==> config.mk <==
export PLATFORM = sky130hd
export DESIGN_NAME = coh_home_tracker
export DESIGN_NICKNAME = d
export VERILOG_FILES = /design/src/rtl/coh_pkg.sv /design/src/rtl/coh_dir_store.sv /design/src/rtl/coh_source_decide.sv /design/src/rtl/coh_home_tracker.sv
export SDC_FILE = /design/constraint.sdc
export NUM_CORES = 1
export LEC_CHECK = 0
export ABC_AREA = 0
export ABC_CLOCK_PERIOD_IN_PS = 2800
export BUFFER_PORTS_ARGS = -buffer_cell sky130_fd_sc_hd__buf_2
export CAP_MARGIN = 15
export CORE_MARGIN = 1.5
export CORE_UTILIZATION = 60
export DETAILED_ROUTE_END_ITERATION = 16
export GPL_ROUTABILITY_DRIVEN = 0
export PLACE_DENSITY = 0.79
export RECOVER_POWER = 50
export REMOVE_ABC_BUFFERS = 1
export SLEW_MARGIN = 40
export SYNTH_ARGS = -nofsm -noshare
export SYNTH_HDL_FRONTEND = slang
export SYNTH_SLANG_ARGS = --single-unit
==> constraint.sdc <==
create_clock -name clk -period 2.8 [get_ports clk]
set_input_delay 0.42 -clock clk [delete_from_list [all_inputs] [get_ports clk]]
set_output_delay 0.42 -clock clk [all_outputs]
set_load 0.005 [all_outputs]
==> src/rtl/coh_pkg.sv <==
// Shared encodings for the coherent read home node.
// Assumes: two-bit codes everywhere; values are fixed because ports carry them.
package coh_pkg;
    typedef enum logic [1:0] {
        LS_INV = 2'd0,
        LS_SC  = 2'd1,
        LS_UC  = 2'd2,
        LS_UD  = 2'd3
    } line_state_e;

    typedef enum logic [1:0] {
        RD_ONCE   = 2'd0,
        RD_SHARED = 2'd1,
        RD_UNIQUE = 2'd2,
        RD_RSVD   = 2'd3
    } read_op_e;

    typedef enum logic [1:0] {
        SRC_MEM  = 2'd0,
        SRC_LLC  = 2'd1,
        SRC_PEER = 2'd2
    } data_src_e;

    typedef enum logic [1:0] {
        SNP_SHARE = 2'd0,
        SNP_INVAL = 2'd1,
        SNP_ONCE  = 2'd2
    } snoop_kind_e;

    typedef enum logic [1:0] {
        HS_IDLE  = 2'd0,
        HS_SNOOP = 2'd1,
        HS_MEMRD = 2'd2,
        HS_RESP  = 2'd3
    } home_fsm_e;
endpackage

==> src/rtl/coh_dir_store.sv <==
// Directory storage: per line, a 2-bit state for each requester plus a
// last-level-cache presence bit. One combinational read port, one write port.
// Assumes: the writer supplies a complete, consistent state vector for the line.
module coh_dir_store
    import coh_pkg::*;
#(
    parameter int NUM_REQ   = 4,
    parameter int NUM_LINES = 8,
    parameter int IDX_W     = 3
) (
    input  logic                   clk,
    input  logic                   rst_n,
    input  logic [IDX_W-1:0]       rd_line,
    output logic [2*NUM_REQ-1:0]   rd_states,
    output logic                   rd_llc,
    input  logic                   wr_en,
    input  logic [IDX_W-1:0]       wr_line,
    input  logic [2*NUM_REQ-1:0]   wr_states,
    input  logic                   wr_llc
);
    logic [2*NUM_REQ-1:0] dir_q [NUM_LINES];
    logic [NUM_LINES-1:0] llc_q;

    // Hold and update the state table; reset leaves everything Invalid.
    always_ff @(posedge clk) begin
        if (!rst_n) begin
            for (int i = 0; i < NUM_LINES; i++) dir_q[i] <= '0;
            llc_q <= '0;
        end else if (wr_en) begin
            dir_q[wr_line] <= wr_states;
            llc_q[wr_line] <= wr_llc;
        end
    end

    // Read port for the line under decision.
    assign rd_states = dir_q[rd_line];
    assign rd_llc    = llc_q[rd_line];

    // Count dirty owners and holders in the vector being written.
    int ud_cnt, hold_cnt;
    always_comb begin
        ud_cnt   = 0;
        hold_cnt = 0;
        for (int i = 0; i < NUM_REQ; i++) begin
            if (wr_states[2*i +: 2] == LS_UD)  ud_cnt++;
            if (wr_states[2*i +: 2] != LS_INV) hold_cnt++;
        end
    end

    // a dirty owner is always the line's only holder.
    p_single_owner_r3: assert property (@(posedge clk) disable iff (!rst_n)
        (wr_en && ud_cnt != 0) |-> (hold_cnt == 1));
endmodule

==> src/rtl/coh_source_decide.sv <==
// Pure combinational policy: from the line's current directory entry and the
// incoming read, chooses the data source, the snoop (if any), the granted
// state and the directory entry to write once the request completes.
// Assumes: req_id < NUM_REQ; the requester's own old state is not a data source.
module coh_source_decide
    import coh_pkg::*;
#(
    parameter int NUM_REQ = 4,
    parameter int ID_W    = 2
) (
    input  logic [1:0]           op,
    input  logic [ID_W-1:0]      req_id,
    input  logic [2*NUM_REQ-1:0] cur_states,
    input  logic                 cur_llc,
    output logic [1:0]           src,
    output logic [1:0]           grant,
    output logic                 snp_need,
    output logic [1:0]           snp_kind,
    output logic [NUM_REQ-1:0]   snp_mask,
    output logic [2*NUM_REQ-1:0] new_states,
    output logic                 new_llc
);
    logic [NUM_REQ-1:0] peer_hold;
    logic [NUM_REQ-1:0] peer_dirty;
    logic [NUM_REQ-1:0] pick_onehot;
    logic               any_hold;

    // Flag, per requester other than the current one, whether it holds / owns dirty.
    for (genvar g = 0; g < NUM_REQ; g++) begin : g_peer
        assign peer_hold[g]  = (cur_states[2*g +: 2] != LS_INV) && (req_id != ID_W'(g));
        assign peer_dirty[g] = (cur_states[2*g +: 2] == LS_UD)  && (req_id != ID_W'(g));
    end
    assign any_hold = |peer_hold;

    // Choose one data-supplying peer: the dirty owner, else the lowest holder.
    always_comb begin
        logic found;
        pick_onehot = '0;
        found       = 1'b0;
        for (int i = 0; i < NUM_REQ; i++) begin
            if (!found && peer_dirty[i]) begin
                pick_onehot[i] = 1'b1;
                found          = 1'b1;
            end
        end
        for (int i = 0; i < NUM_REQ; i++) begin
            if (!found && peer_hold[i]) begin
                pick_onehot[i] = 1'b1;
                found          = 1'b1;
            end
        end
    end

    // Apply the per-opcode policy.
    always_comb begin
        src        = SRC_MEM;
        grant      = LS_INV;
        snp_need   = 1'b0;
        snp_kind   = SNP_SHARE;
        snp_mask   = '0;
        new_states = cur_states;
        new_llc    = cur_llc;
        case (op)
            RD_UNIQUE: begin
                grant   = LS_UD;
                new_llc = 1'b0;
                for (int i = 0; i < NUM_REQ; i++) new_states[2*i +: 2] = LS_INV;
                new_states[2*req_id +: 2] = LS_UD;
                if (any_hold) begin
                    snp_need = 1'b1;
                    snp_kind = SNP_INVAL;
                    snp_mask = peer_hold;
                    src      = SRC_PEER;
                end
            end
            RD_SHARED: begin
                grant = LS_SC;
                if (any_hold) begin
                    snp_need = 1'b1;
                    snp_kind = SNP_SHARE;
                    snp_mask = pick_onehot;
                    src      = SRC_PEER;
                    new_llc  = 1'b1;
                    for (int i = 0; i < NUM_REQ; i++)
                        if (peer_hold[i]) new_states[2*i +: 2] = LS_SC;
                end else if (cur_llc) begin
                    src = SRC_LLC;
                end
                new_states[2*req_id +: 2] = LS_SC;
            end
            default: begin
                if (cur_llc) begin
                    src = SRC_LLC;
                end else if (any_hold) begin
                    snp_need = 1'b1;
                    snp_kind = SNP_ONCE;
                    snp_mask = pick_onehot;
                    src      = SRC_PEER;
                end
            end
        endcase
    end
endmodule

==> src/rtl/coh_home_tracker.sv <==
// Top of the coherent read home node. Accepts one read at a time, latches the
// policy decision taken on the directory at acceptance, runs a single snoop or
// memory read if needed, issues a one-cycle response and commits the new
// directory entry in that response cycle.
// Assumes: NUM_REQ >= 2, NUM_LINES >= 2; acks are only meaningful while the
// matching valid is high.
module coh_home_tracker
    import coh_pkg::*;
#(
    parameter int NUM_REQ   = 4,
    parameter int NUM_LINES = 8,
    localparam int ID_W     = $clog2(NUM_REQ),
    localparam int IDX_W    = $clog2(NUM_LINES)
) (
    input  logic               clk,
    input  logic               rst_n,
    input  logic               req_valid,
    output logic               req_ready,
    input  logic [ID_W-1:0]    req_id,
    input  logic [1:0]         req_op,
    input  logic [IDX_W-1:0]   req_line,
    output logic               snp_valid,
    output logic [NUM_REQ-1:0] snp_mask,
    output logic [1:0]         snp_kind,
    output logic [IDX_W-1:0]   snp_line,
    input  logic               snp_ack,
    output logic               mem_rd_valid,
    output logic [IDX_W-1:0]   mem_rd_line,
    input  logic               mem_rd_ack,
    output logic               rsp_valid,
    output logic [ID_W-1:0]    rsp_id,
    output logic [1:0]         rsp_src,
    output logic [1:0]         rsp_grant
);
    home_fsm_e            state_q;
    logic                 accept;
    logic [2*NUM_REQ-1:0] dir_states;
    logic                 dir_llc;

    logic [1:0]           d_src, d_grant, d_kind;
    logic                 d_snp;
    logic [NUM_REQ-1:0]   d_mask;
    logic [2*NUM_REQ-1:0] d_states;
    logic                 d_llc;

    logic [ID_W-1:0]      cur_id;
    logic [IDX_W-1:0]     cur_line;
    logic [1:0]           cur_op;
    logic [1:0]           lat_src, lat_grant, lat_kind;
    logic [NUM_REQ-1:0]   lat_mask;
    logic [2*NUM_REQ-1:0] lat_states;
    logic                 lat_llc;

    assign req_ready = (state_q == HS_IDLE);
    assign accept    = req_valid && req_ready;

    coh_dir_store #(
        .NUM_REQ   (NUM_REQ),
        .NUM_LINES (NUM_LINES),
        .IDX_W     (IDX_W)
    ) u_dir (
        .clk       (clk),
        .rst_n     (rst_n),
        .rd_line   (req_line),
        .rd_states (dir_states),
        .rd_llc    (dir_llc),
        .wr_en     (state_q == HS_RESP),
        .wr_line   (cur_line),
        .wr_states (lat_states),
        .wr_llc    (lat_llc)
    );

    coh_source_decide #(
        .NUM_REQ (NUM_REQ),
        .ID_W    (ID_W)
    ) u_decide (
        .op         (req_op),
        .req_id     (req_id),
        .cur_states (dir_states),
        .cur_llc    (dir_llc),
        .src        (d_src),
        .grant      (d_grant),
        .snp_need   (d_snp),
        .snp_kind   (d_kind),
        .snp_mask   (d_mask),
        .new_states (d_states),
        .new_llc    (d_llc)
    );

    // Capture the request and its decision at acceptance.
    always_ff @(posedge clk) begin
        if (!rst_n) begin
            cur_id     <= '0;
            cur_line   <= '0;
            cur_op     <= '0;
            lat_src    <= '0;
            lat_grant  <= '0;
            lat_kind   <= '0;
            lat_mask   <= '0;
            lat_states <= '0;
            lat_llc    <= 1'b0;
        end else if (accept) begin
            cur_id     <= req_id;
            cur_line   <= req_line;
            cur_op     <= req_op;
            lat_src    <= d_src;
            lat_grant  <= d_grant;
            lat_kind   <= d_kind;
            lat_mask   <= d_snp ? d_mask : '0;
            lat_states <= d_states;
            lat_llc    <= d_llc;
        end
    end

    // Sequence one request: snoop or memory phase, then a single response cycle.
    always_ff @(posedge clk) begin
        if (!rst_n) begin
            state_q <= HS_IDLE;
        end else begin
            case (state_q)
                HS_IDLE: begin
                    if (accept) begin
                        if (d_snp)                state_q <= HS_SNOOP;
                        else if (d_src == SRC_MEM) state_q <= HS_MEMRD;
                        else                      state_q <= HS_RESP;
                    end
                end
                HS_SNOOP: if (snp_ack)    state_q <= HS_RESP;
                HS_MEMRD: if (mem_rd_ack) state_q <= HS_RESP;
                default:                  state_q <= HS_IDLE;
            endcase
        end
    end

    // Drive the channel outputs from the phase and the latched decision.
    assign snp_valid    = (state_q == HS_SNOOP);
    assign snp_mask     = lat_mask;
    assign snp_kind     = lat_kind;
    assign snp_line     = cur_line;
    assign mem_rd_valid = (state_q == HS_MEMRD);
    assign mem_rd_line  = cur_line;
    assign rsp_valid    = (state_q == HS_RESP);
    assign rsp_id       = cur_id;
    assign rsp_src      = lat_src;
    assign rsp_grant    = lat_grant;

    // exactly one of idle, snooping, fetching, responding at any time.
    p_one_phase_r10: assert property (@(posedge clk) disable iff (!rst_n)
        $countones({req_ready, snp_valid, mem_rd_valid, rsp_valid}) == 1);

    // an unacknowledged snoop persists unchanged.
    p_snp_hold_r10: assert property (@(posedge clk) disable iff (!rst_n)
        (snp_valid && !snp_ack) |=> (snp_valid && $stable(snp_mask) && $stable(snp_kind)));

    // an unacknowledged memory read persists unchanged.
    p_mem_hold_r10: assert property (@(posedge clk) disable iff (!rst_n)
        (mem_rd_valid && !mem_rd_ack) |=> (mem_rd_valid && $stable(mem_rd_line)));

    // a memory-sourced response follows an acknowledged memory read.
    p_mem_source_r2: assert property (@(posedge clk) disable iff (!rst_n)
        (rsp_valid && rsp_src == SRC_MEM) |-> $past(mem_rd_valid && mem_rd_ack));

    // a peer-sourced response follows an acknowledged snoop.
    p_peer_source_r4: assert property (@(posedge clk) disable iff (!rst_n)
        (rsp_valid && rsp_src == SRC_PEER) |-> $past(snp_valid && snp_ack));

    // share and read-once snoops target a single peer.
    p_single_target_r4: assert property (@(posedge clk) disable iff (!rst_n)
        (snp_valid && snp_kind != SNP_INVAL) |-> ($countones(snp_mask) == 1));

    // the requester is never among the snoop targets.
    p_no_self_snoop_r3: assert property (@(posedge clk) disable iff (!rst_n)
        snp_valid |-> !snp_mask[rsp_id]);

    // a last-level hit answers in the cycle after acceptance.
    p_llc_direct_r7: assert property (@(posedge clk) disable iff (!rst_n)
        (rsp_valid && rsp_src == SRC_LLC) |-> $past(req_valid && req_ready));

    // a read-once response never grants a state.
    p_once_no_grant_r8: assert property (@(posedge clk) disable iff (!rst_n)
        (rsp_valid && (cur_op == RD_ONCE || cur_op == RD_RSVD)) |-> (rsp_grant == LS_INV));

    // the response lasts one cycle and ready returns right after.
    p_ready_back_r11: assert property (@(posedge clk) disable iff (!rst_n)
        rsp_valid |=> (req_ready && !rsp_valid));
endmodule

# After elaboration in Yosys (flattened, before gate mapping)
# Memories as Yosys holds them, arrays and structs flattened.
# Cells that the tools add are included.
# totals
output_inout_bits	22
reg_bits	34
mem_count	1
mem_bits_ro	0
latch_bits	0
ram_bits	64
# memory_table
name	depth	word_bits	rd	rd_ports_with_merged_regs	write_ports	line	source
u_dir.dir_q	8	8	1	0	8	coh_dir_store.sv:21	logic [2*NUM_REQ-1:0] dir_q [NUM_LINES];
# classes
div_mod_pow	0
mul	0
reduce_logical	35
mux	59
shift	3
bitwise	1
order_cmp	3
n_eq_ne	15
n_addsub	1
# ops
op	n
$shiftx 2x34->8 const A	2
$neg 3->34	1
$shift 2x34->8 const A	1
$mux 1	28
$mux 2	12
$mux 8	3
$logic_and 1x1->1	17
$bwmux 8	2
$mux 4	4
$pmux 8 s2	1
$eq 2x2->1 const B	7
$pmux 2 s2	3
$reduce_bool 2->1	5
$and 8x8->8	1
$lt 3x4->1 const B	2
$ne 2x1->1 const B	4
$pmux 4 s2	1
$reduce_or 8->1	1
$logic_not 1->1	7
$pmux 2 s3	1
$eq 2x1->1 const B	2
$logic_not 2->1	2
$ne 2x2->1 const B	2
$reduce_or 4->1	1
7 further kinds	7

# Longest topological paths before layout
# Gate-level depths: netlist (run 1).
# An unclocked memory read counts as a cell.
# logic_depth
ltp_word	29
mapped_depth	9

# Hierarchy
# Synthesis (run 1) repeated with hierarchy kept, for this count alone.
# unflattened
cells_unflattened	448
hier_area_um2	5116.2
# by_module_without_submodules
mod	n_inst	seq_area_each_um2	cells_each	area_each_um2
coh_dir_store	1	2082.0	221	3415.8
coh_home_tracker	1	520.5	131	1114.8
coh_source_decide	1	0.0	96	585.6

# Worst setup path before layout (run 1)
# Ideal clock, no wire load.
# synth_path
path_type	input to register
from	input req_line[0]
to	register lat_mask[2] (netlist: snp_mask[2])
cell_stages	7
arrival_time_ps	2220
path_buffers	1
slack_ps	485
t_required_ps	2704
path_cell_list	buf_6 > mux4_1 > mux2_4 > o21ai_2 > a41oi_1 > a211o_1 > o41ai_2
# synth_between
elab_chain_cells	26
elab_cells_between_ends	48
# synth_rtl
element	line	source
start: declaration	coh_home_tracker.sv:21	input logic [IDX_W-1:0] req_line,
$mem_v2 8x8	-	
$eq 2x2->1	coh_source_decide.sv:31	assign peer_dirty[g] = (cur_states[2*g +: 2] == LS_UD) && (req_id != ID_W'(g));
$logic_and 1x1->1	coh_source_decide.sv:31	
$mux 1	coh_source_decide.sv:41	if (!found && peer_dirty[i]) begin
$logic_not 1->1	coh_source_decide.sv:41	
$logic_and 1x1->1	coh_source_decide.sv:41	
$mux 1	coh_source_decide.sv:41	
$logic_not 1->1	coh_source_decide.sv:41	
[10 not listed]	-	
$mux 1	coh_source_decide.sv:47	if (!found && peer_hold[i]) begin
$logic_not 1->1	coh_source_decide.sv:47	
$logic_and 1x1->1	coh_source_decide.sv:47	
$mux 1	coh_source_decide.sv:47	
$mux 4	coh_source_decide.sv:78, coh_source_decide.sv:94	
$mux 4	coh_source_decide.sv:92	if (cur_llc) begin
$pmux 4 s2	coh_source_decide.sv:63	case (op)
$mux 4 (*)	coh_home_tracker.sv:109	lat_mask <= d_snp ? d_mask : '0;
end signal: assignment	coh_home_tracker.sv:109	
end: declaration	coh_home_tracker.sv:50	logic [NUM_REQ-1:0] lat_mask;
# Mark *: on every way between the ends. The rest lies on a longest branch, timed or not. The select of a mux whose other input is x is not followed.
# A chain may end at the register's enable or synchronous reset.

# Worst setup path after layout (run 1)
# layout_path
from	input req_line[0]
to	register lat_mask[0] (netlist: snp_mask[0])
# layout_between
elab_chain_cells	20
elab_cells_between_ends	41
# layout_rtl
element	line
$mem_v2 8x8	-
$eq 2x2->1	coh_source_decide.sv:31
$logic_and 1x1->1	coh_source_decide.sv:31
$mux 1	coh_source_decide.sv:41
$logic_not 1->1	coh_source_decide.sv:41
$logic_and 1x1->1	coh_source_decide.sv:41
$mux 1	coh_source_decide.sv:41
$logic_not 1->1	coh_source_decide.sv:41
[4 not listed]	-
$mux 1	coh_source_decide.sv:41
$logic_not 1->1	coh_source_decide.sv:47
$logic_and 1x1->1	coh_source_decide.sv:47
$mux 1	coh_source_decide.sv:47
$mux 4	coh_source_decide.sv:78, coh_source_decide.sv:94
$mux 4	coh_source_decide.sv:92
$pmux 4 s2	coh_source_decide.sv:63
$mux 4 (*)	coh_home_tracker.sv:109
# Marked as above.

==> run_results.csv, run 1 <==
group,metric,value,unit
status,status,"completed",
sta,fin_skew,0.0141,ns
run,drv_cap,0,
final_layout,postLayoutCoreUtil,0.692,
routing,firstDrtPassIters,5,
sta,final.setup.worst_slack,0.417,ns
power_and_ir_drop,p_comb_frac,0.220,
final_layout,num_antenna_cells,0,
clock_tree,clk_latency,0.36,ns
setup_path,required,3.06,ns
sta,hold_ws,0.402,ns
setup_path,critical_path_arrival,2.64,ns
sta,hold_violations,0,
routing,avgViaCountPerCell,6.09,
global_route,grt_first_pass_wirelength,17800,um
sta,fmax,420,MHz
clock_tree,numClockSinks,98,
floorplanning,die_h,93.8,um
global_route,antenna_found_initial,0,
clock_tree,clk_path_buf_depth,2,
sta,tns,0,ns
global_route,grt_start_max_net_pins,30,
place,hpwl,7730,um
power_and_ir_drop,p_sw,1040,uW
clock_tree,holdBufCountCts,0,
routing,drtIter0Drc,320,
clock_tree,cts-resized-gates,0,
synth,synth_cell_types,58,
final_layout,nNetsFinal,477,
power_and_ir_drop,leakage,0.00208,uW
synth,synth_ff_type,"edfxtp_1",
synth,syn-mean-instance-area,11.8,sq um
final_layout,layout-drive-gt1-share,0.168,
routing,drt_drc_violations_left,0,
floorplanning,dieArea,8790,sq um
worst_hold_path,hold_class,"in2reg",
setup_path,reg2reg_slack,0.49,ns
floorplanning,num_rows,32,
sta,period_share,0.851,
synth,seq_area_frac_synth,0.526,
clock_tree,htree_levels,3,
sta,tightest_slew,0.814,ns
setup_path,start_kind,"input pin",
clock_tree,cts_buffers,9,
global_route,grt_pass1_vias,3454,
synth,ys_ff_latch,98,
synth,async_flop_share,0,
floorplanning,initial_core_util,0.630,
routing,wl,11300,um
power_and_ir_drop,p_sw_frac,0.304,
sta,slew_violations,0,
synth,yosysWarnings,0,
power_and_ir_drop,power,3430,uW
sta,rsz0062_at_grt,"false",
clock_tree,clk_pin_slew,0.10,ns
place,pre_cts_ws,0.0695,ns
sta,post-route-min-period,2.38,ns
power_and_ir_drop,p_int,2380,uW
sta,slew_headroom,0.455,
power_and_ir_drop,p_seq_frac,0.513,
floorplanning,fp.dieW,93.8,um
final_layout,n_fill_cell,583,
global_route,grt_usage,0.277,
synth,synth_edf_count,64,
synth,netlist_instances,419,
clock_tree,cts_root_buf,"clkbuf_8",
routing,drt-wirelength-per-cell,20.0,um
place,port_buffers,33,
clock_tree,postCtsSetupBuffers,0,
power_and_ir_drop,power.density,630,nW/um^2
clock_tree,cts_tree,"yes",
synth,netlist_area,4940,sq um
floorplanning,fp.coreArea,7850,sq um
power_and_ir_drop,clockPowerShare,0.267,
final_layout,area_delta_synth_final,9.89,%
sta,finalSetupViolCount,0,
routing,dr_total_vias,3447,
setup_path,cp_max_fo,11,
floorplanning,io-pin-count,34,
routing,ant_nets,0,
setup_path,cp-end-kind,"register",
setup_path,worstSetupPathType,"in2reg",
global_route,overflow,0,
power_and_ir_drop,ir_drop,0.703,mV
## cell usage after synthesis (3+ instances only)
cell type / n / area [sq um]
and2_1: 70 / 438
edfxtp_1: 64 / 1920
nand2_1: 40 / 150
dfxtp_1: 34 / 681
o21ai_0: 23 / 115
nor2_1: 20 / 75.1
inv_1: 16 / 60.1
clkbuf_1: 11 / 41.3
mux4_1: 11 / 289
a21boi_0: 9 / 67.6
a21oi_1: 9 / 45.0
nor2b_1: 8 / 50.1
mux4_2: 7 / 158
ha_1: 6 / 75.1
mux2_2: 5 / 56.3
nand3_1: 5 / 25.0
a21o_1: 4 / 30.0
and3_1: 4 / 25.0
mux2i_1: 4 / 40.0
nand2b_1: 4 / 25.0
nand3b_1: 4 / 30.0
nor3_1: 4 / 20.0
a211oi_1: 3 / 22.5
buf_2: 3 / 15.0
buf_4: 3 / 22.5
buf_6: 3 / 33.8
nor3b_1: 3 / 22.5
## metal layers
metal	GRT usage	up-vias	share of wire	wire length, um
li1	-	1611	-	-
met1	0.371	1659	0.42	4760
met2	0.454	154	0.48	5460
met3	0.0469	23	0.082	926
met4	0.107	0	0.016	178
met5	0	-	0	0
## per-stage QoR
step | cell area, sq um | std cells
6_report | 5430 | 566
5_1_grt | 5430 | 566
4_1_cts | 5480 | 566
3_5_place_dp | 5280 | 550
3_3_place_gp | 5280 | 550
2_1_floorplan | 4800 | 396
## power by group through the flow
stage                     Combinational (uW)  Sequential (uW)  Clock [uW]
after floorplan                          474             1760           0
after global placement                   735             1780           0
after detailed placement                 750             1790           0
after CTS                                760             1760         925
after global routing                     829             1770         981
final                                    753             1760         915
## flip-flops by register name, summed over array words and instances, names as in the netlist
name and cells:
snp_kind 2, lat_llc 1, u_dir.dir_q 64, u_dir.llc_q 8, rsp_grant 2, state_q 2
rsp_src 2, rsp_id 2, lat_states 8, mem_rd_line 3, snp_mask 4
## worst paths after layout
| kind | depth (start not counted) | to | from |
|---|---|---|---|
| worst min-delay path | 3 | rsp_id[1]$_SDFFE_PN0P_ | req_id[1] |
| worst max-delay path | 8 | snp_mask[0]$_SDFFE_PN0P_ | req_line[0] |
| worst max register to register | 6 | snp_mask[0]$_SDFFE_PN0P_ | u_dir.dir_q[5][2]$_SDFFCE_PN0P_ |
| worst min register to register | 2 | rsp_grant[1]$_SDFFE_PN0P_ | rsp_grant[1]$_SDFFE_PN0P_ |
## worst max-delay path, stage by stage
cell      delay, ns
buf_2          0.17
buf_12         0.17
mux4_1         0.55
mux2_2         0.32
o21ai_2        0.22
and4_1         0.41
nor2_1         0.10
o2111a_1       0.27
## cell usage in the layout (no fill, tap or decap), types with 7 or more instances in the layout
cell,netlist,routed
mux4_1,11,11
a21oi_1,9,9
nor2_1,20,20
clkbuf_1,11,15
inv_1,16,16
nand2_1,40,40
nor2b_1,8,8
a21boi_0,9,9
and2_0,0,12
buf_2,3,27
and2_1,70,58
mux4_2,7,7
o21ai_0,23,23
buf_4,3,7
clkbuf_8,0,9
dfxtp_1,34,34
edfxtp_1,64,64
## final cells by class
class / instances / area [sq um] / share of cell area
multi-input cells: 282 / 2140 / 0.394
flip-flops and latches: 98 / 2600 / 0.479
inverters: 16 / 60.1 / 0.0111
repair buffers: 52 / 304 / 0.0560
clock buffers: 9 / 124 / 0.0228
clock inverters: 7 / 75.1 / 0.0138
well taps: 102 / 128 / 0.0235
## cell families (layout without fill, tap and decap cells)
kind of cell               Yosys count  in the layout  share of synthesized area
and+or+nand+nor                    168            168                      0.184
DFF                                 98             98                      0.526
AOI/OAI and AO/OA                   77             77                      0.109
buffers and inverters               39             84                     0.0407
muxes                               31             31                      0.125
adders and majority gates            6              6                     0.0152
Note: power is estimated with default switching activity, not from simulation.
==> run 2, diff against run 1 <==
Settings changed: CORE_UTILIZATION 60 to 45, PLACE_DENSITY 0.79 to unset, SYNTH_HIERARCHICAL set to 1.
==> run 2 against run 1 <==
The flow now finishes with violations (negative setup slack). First-iteration DRC count shrank 33%. Flip-flop and latch count is the same. Global-route usage shrank 7.1 points. Register-to-register slack lost 0.59 ns. Wire length grew 3.8%. Non-clock buffer count grew 15. Combinational power shrank 12%.
==> run_results.csv, run 2 <==
group,metric,value,unit
routing,drtIter0Drc,214,
routing,wl,11800,um
synth,synth_top_area_share,0.376,
routing,wl_met2,5820,um
floorplanning,dieArea,12000,sq um
synth,synth_most_common_cell,"nand2_1",
final_layout,largest_reg_flops,64,
final_layout,layout-drive-gt1-share,0.182,
synth,netlist_instances,448,
final_layout,postLayoutCoreUtil,0.538,
sta,final.setup.worst_slack,-0.0978,ns
global_route,grt_first_pass_wirelength,18300,um
power_and_ir_drop,ir_drop,0.355,mV
setup_path,critical_path_arrival,3.10,ns
final_layout,final_cell_mix,"nand2_1 (70), edfxtp_1 (64), and2_1 (50)",
clock_tree,clk_pin_slew,0.07,ns
final_layout,nNetsFinal,520,
sta,tns,-0.0978,ns
clock_tree,holdBufCountCts,0,
sta,rsz0062_at_grt,"true",
final_layout,mostFrequentLayoutCell,"nand2_1",
synth,syn-mean-instance-area,11.4,sq um
final_layout,finalNonFillerCells,645,
setup_path,crit_path_cell_trace,"mux4_2, mux2_4, nor4_4, o32ai_4, nor2b_2, a21oi_2, buf_6, or4_4, o211ai_1, mux2i_1",
routing,routed.top_layer,"met4",
synth,seq_area_frac_synth,0.509,
routing,drt-wirelength-per-cell,18.2,um
power_and_ir_drop,power.density,607,nW/um^2
routing,ant_nets,0,
sta,finalSetupViolCount,1,
final_layout,area_delta_synth_final,15.5,%
routing,drt_drc_violations_left,0,
synth,ys_ff_latch,98,
routing,dr_total_vias,3573,
routing,firstDrtPassIters,5,
run,drv_cap,0,
worst_hold_path,hold_class,"in2reg",
setup_path,worstSetupPathType,"reg2reg",
power_and_ir_drop,leakage,0.00227,uW
place,hpwl,8450,um
routing,m1WireLength,5210,um
setup_path,required,3.00,ns
sta,tightest_slew,0.843,ns
setup_path,start_kind,"register",
synth,async_flop_share,0,
global_route,antenna_found_initial,0,
global_route,grt_usage,0.206,
global_route,grt_pass1_vias,3411,
sta,period_share,1.03,
clock_tree,clk_latency,0.34,ns
synth,synth_ff_type,"edfxtp_1",
floorplanning,initial_core_util,0.466,
sta,fin_skew,0.00832,ns
final_layout,top_regs,"u_dir/dir_q: 64 flops, lat_states: 8 flops, u_dir/llc_q: 8 flops",
sta,hold_ws,0.426,ns
floorplanning,io-pin-count,34,
synth,synth.area.top_cells,"edfxtp_1 (38%), dfxtp_1 (13%), mux4_1 (9.2%)",
setup_path,cp-end-kind,"register",
clock_tree,cts_tree,"yes",
floorplanning,fp.coreArea,11000,sq um
sta,slew_violations,0,
clock_tree,htree_levels,3,
synth,netlist_area,5120,sq um
synth,yosysWarnings,6,
final_layout,num_antenna_cells,0,
clock_tree,cts_buffers,9,
clock_tree,numClockSinks,98,
floorplanning,num_rows,38,
status,violations,"negative setup slack",
sta,fmax,345,MHz
clock_tree,cts_root_buf,"clkbuf_16",
clock_tree,clk_path_buf_depth,2,
synth,synth_edf_count,64,
setup_path,cpPeakStageDelay,0.50,ns
global_route,overflow,0,
synth,synth_cell_types,58,
floorplanning,die_h,110,um
setup_path,crit_buf_inv,1,
routing,wl_met3,482,um
sta,slew_headroom,0.437,
sta,hold_violations,0,
floorplanning,fp.dieW,110,um
setup_path,cp_max_fo,4,
synth,synth_common_cells,"nand2_1 (70), and2_1 (64), edfxtp_1 (64), dfxtp_1 (34), a21boi_0 (25)",
global_route,grt_start_max_net_pins,37,
place,port_buffers,33,
status,status,"finished, violations left",
sta,post-route-min-period,2.90,ns
synth,synth_area_leader_cell,"edfxtp_1",
routing,avgViaCountPerCell,5.54,
final_layout,regMostFlops,"u_dir/dir_q",
setup_path,cp_top_family,"simple AND/OR/NAND/NOR gates",
place,place_inst,627,
setup_path,critPathSlowestCell,"mux4_2",
[run 2: cell types whose count changed after synthesis, sizes merged, moves of 4 or more]
cell	before	now
nand2	40	70
a21boi	9	29
o21ai	26	10
inv	16	9
a21o	5	0
and2	70	65
buf	11	16
nor2	20	25
a211oi	5	1
a21oi	9	13
[run 2: final timing paths]
check	start	to	slack, ns	depth (start not counted)
min reg2reg	rsp_src[0]$_SDFFE_PN0P_	rsp_src[0]$_SDFFE_PN0P_	0.45	2
max	u_dir/dir_q[4][1]$_SDFFCE_PN0P_	state_q[0]$_SDFFE_PN0P_	-0.1	10
min	rst_n	state_q[1]$_SDFFE_PN0P_	0.43	3
max reg2reg	u_dir/dir_q[4][1]$_SDFFCE_PN0P_	state_q[0]$_SDFFE_PN0P_	-0.1	10
[run 2: power breakdown]
| group | total (uW) | switching [uW] | internal [uW] |
|---|---|---|---|
| Clock | 1190 | 536 | 659 |
| Sequential | 1730 | 102 | 1630 |
| Combinational | 659 | 375 | 284 |
| Total | 3590 | 1010 | 2570 |
[run 2: stage by stage]
stage	power, uW	area [sq um]	worst slack, ns
after floorplan	2110	4960	-0.154
after global placement	2390	5560	-0.524
after detailed placement	2400	5560	-0.556
after CTS	3610	5920	-0.0697
after global routing	3750	5910	-0.205
final	3590	5910	-0.0978
[run 2: final cells by class]
| type | count | area (sq um) |
|---|---|---|
| fill | 974 | 5080 |
| sequential | 98 | 2600 |
| tap | 140 | 175 |
| clock inverter | 3 | 22.5 |
| timing repair buffer | 67 | 419 |
| clock buffer | 13 | 262 |
| multi-input combinational | 315 | 2390 |
| inverter | 9 | 33.8 |
[run 2: per-layer routing]
layer	up-vias	track usage
met5	-	0
met4	0	0.0501
met3	20	0.0433
met2	90	0.346
met1	1752	0.273
li1	1711	-
[run 2: cells by family after synthesis]
group	share of synthesized area
compound gates	0.0988
simple gates	0.209
fa+ha+maj	0.0196
mux	0.126
flops	0.509
buf+inv	0.0377
[run 2: worst min-delay path: stages]
cell	delay, ns
buf_2	0.16
nand2_1	0.08
mux2i_1	0.06
[run 2: timing repair]
action                     in CTS  in global routing
pin swaps                       2                  5
setup endpoints to repair       1                  1
cloned                          0                  0
buffers inserted                1                  1
resized for setup              14                  7
==> run 3, diff against run 2 <==
Settings changed: SKIP_CTS_REPAIR_TIMING set to 1.
==> run 3 against run 2 <==
The flow still finishes with violations (negative setup slack). Utilization stayed put. Non-clock buffer count stayed put. Design area stayed put. Register-to-register slack better by 0.02 ns. Count of clock-buffer cells in the layout stayed put. Sequential power hardly changed. Combinational power hardly changed. Hold slack better by 0.0015 ns. Final cell count stayed put. Clock power hardly changed. Wire length is 1.4% lower. Die area stayed put.
==> run_results.csv, run 3 (same netlist as run 2, synthesis figures left out) <==
group,metric,value,unit
worst_hold_path,hold_class,"in2reg",
clock_tree,cts_tree,"yes",
final_layout,mostFrequentLayoutCell,"nand2_1",
sta,hold_ws,0.428,ns
final_layout,nNetsFinal,520,
routing,wl,11600,um
floorplanning,num_rows,38,
clock_tree,clk_path_buf_depth,2,
clock_tree,clk_latency,0.34,ns
clock_tree,numClockSinks,98,
routing,drtIter0Drc,192,
power_and_ir_drop,p_seq_frac,0.484,
sta,slew_violations,0,
sta,slew_headroom,0.432,
final_layout,regMostFlops,"u_dir/dir_q",
sta,fin_skew,0.00811,ns
power_and_ir_drop,p_sw,1010,uW
sta,final.setup.worst_slack,-0.0775,ns
floorplanning,dieArea,12000,sq um
sta,fmax,348,MHz
power_and_ir_drop,p_comb_frac,0.184,
routing,dr_total_vias,3524,
setup_path,cp-end-kind,"register",
clock_tree,htree_levels,3,
setup_path,critical_path_arrival,3.08,ns
setup_path,worstSetupPathType,"reg2reg",
final_layout,finalNonFillerCells,645,
sta,rsz0062_at_grt,"true",
floorplanning,fp.coreArea,11000,sq um
power_and_ir_drop,leakage,0.00227,uW
routing,ant_nets,0,
status,status,"finished, violations left",
power_and_ir_drop,ir_drop,0.352,mV
final_layout,final_cell_mix,"nand2_1 (70), edfxtp_1 (64), and2_1 (50)",
final_layout,area_delta_synth_final,15.5,%
floorplanning,die_h,110,um
power_and_ir_drop,clockPowerShare,0.333,
global_route,grt_start_max_net_pins,37,
final_layout,layout-drive-gt1-share,0.182,
floorplanning,fp.dieW,110,um
clock_tree,cts_buffers,9,
routing,drt_drc_violations_left,0,
floorplanning,initial_core_util,0.466,
power_and_ir_drop,power,3580,uW
place,pre_cts_ws,-0.556,ns
global_route,grt_usage,0.204,
place,hpwl,8450,um
power_and_ir_drop,p_int,2570,uW
routing,firstDrtPassIters,4,
global_route,grt_pass1_vias,3391,
sta,period_share,1.03,
sta,finalSetupViolCount,1,
run,drv_cap,0,
place,place_inst,627,
setup_path,start_kind,"register",
setup_path,cp_max_fo,4,
floorplanning,io-pin-count,34,
sta,hold_violations,0,
power_and_ir_drop,power.density,607,nW/um^2
routing,avgViaCountPerCell,5.46,
status,violations,"negative setup slack",
setup_path,ff2ff_path_depth,10,
final_layout,top_regs,"u_dir/dir_q: 64 flops, lat_states: 8 flops, u_dir/llc_q: 8 flops",
sta,tightest_slew,0.850,ns
clock_tree,clk_pin_slew,0.07,ns
power_and_ir_drop,p_sw_frac,0.282,
clock_tree,cts_root_buf,"clkbuf_16",
global_route,overflow,0,
routing,drt-wirelength-per-cell,18.0,um
global_route,grt_first_pass_wirelength,18100,um
sta,post-route-min-period,2.88,ns
global_route,antenna_found_initial,0,
worst_hold_path,holdPathStages,3,
final_layout,num_antenna_cells,0,
setup_path,required,3.00,ns
place,port_buffers,33,
final_layout,largest_reg_flops,64,
-- run 3: cell counts in the layout (fill, tap and decap cells not counted) --
No cell type changed its count.
-- run 3: power groups by stage --
stage,clock [uW],combinational [uW],sequential (uW)
after CTS,1210,633,1730
after detailed placement,0,630,1770
after floorplan,0,378,1730
after global placement,0,626,1760
after global routing,1280,727,1750
final,1190,658,1730
-- run 3: worst max-delay path: stages (launching register included) --
cell and delay, ns:
edfxtp_1 0.38, mux4_2 0.49, mux2_4 0.34, nor4b_4 0.31, o32ai_4 0.16, nor2b_2 0.17, a21oi_2 0.06, buf_6 0.15
or4_4 0.49, o211ai_1 0.09, mux2i_1 0.09
-- run 3: area by class of cell --
cell class | count | area [sq um]
Sequential cell | 98 | 2600
Clock buffer | 13 | 262
Clock inverter | 3 | 22.5
Timing Repair Buffer | 67 | 419
Tap cell | 140 | 175
Multi-Input combinational cell | 315 | 2390
Fill cell | 973 | 5080
Inverter | 9 | 33.8
-- run 3: path summary, 6_finish.rpt --
kind	slack (ns)	startpoint	to
worst max-delay path	-0.08	u_dir/dir_q[5][1]$_SDFFCE_PN0P_	state_q[0]$_SDFFE_PN0P_
worst max register to register	-0.08	u_dir/dir_q[5][1]$_SDFFCE_PN0P_	state_q[0]$_SDFFE_PN0P_
worst min register to register	0.45	rsp_src[0]$_SDFFE_PN0P_	rsp_src[0]$_SDFFE_PN0P_
worst min-delay path	0.43	rst_n	state_q[1]$_SDFFE_PN0P_
-- run 3: per-layer routing --
layer / global-route usage / part of all wire / wire [um] / vias to the layer above
met5: 0 / 0 / 0 / -
met4: 0.0594 / 0.017 / 193 / 0
met1: 0.270 / 0.46 / 5360 / 1735
met2: 0.340 / 0.49 / 5650 / 64
li1: - / - / - / 1708
met3: 0.0409 / 0.034 / 397 / 17
-- run 3: metrics by stage --
stage          instance area, sq um   util  setup TNS, ns
6_report                       5910  0.538        -0.0775
5_1_grt                        5910  0.538         -0.205
4_1_cts                        5850  0.532         -0.203
3_5_place_dp                   5560  0.506          -1.84
3_3_place_gp                   5560  0.506          -1.56
2_1_floorplan                  4960      -         -0.154
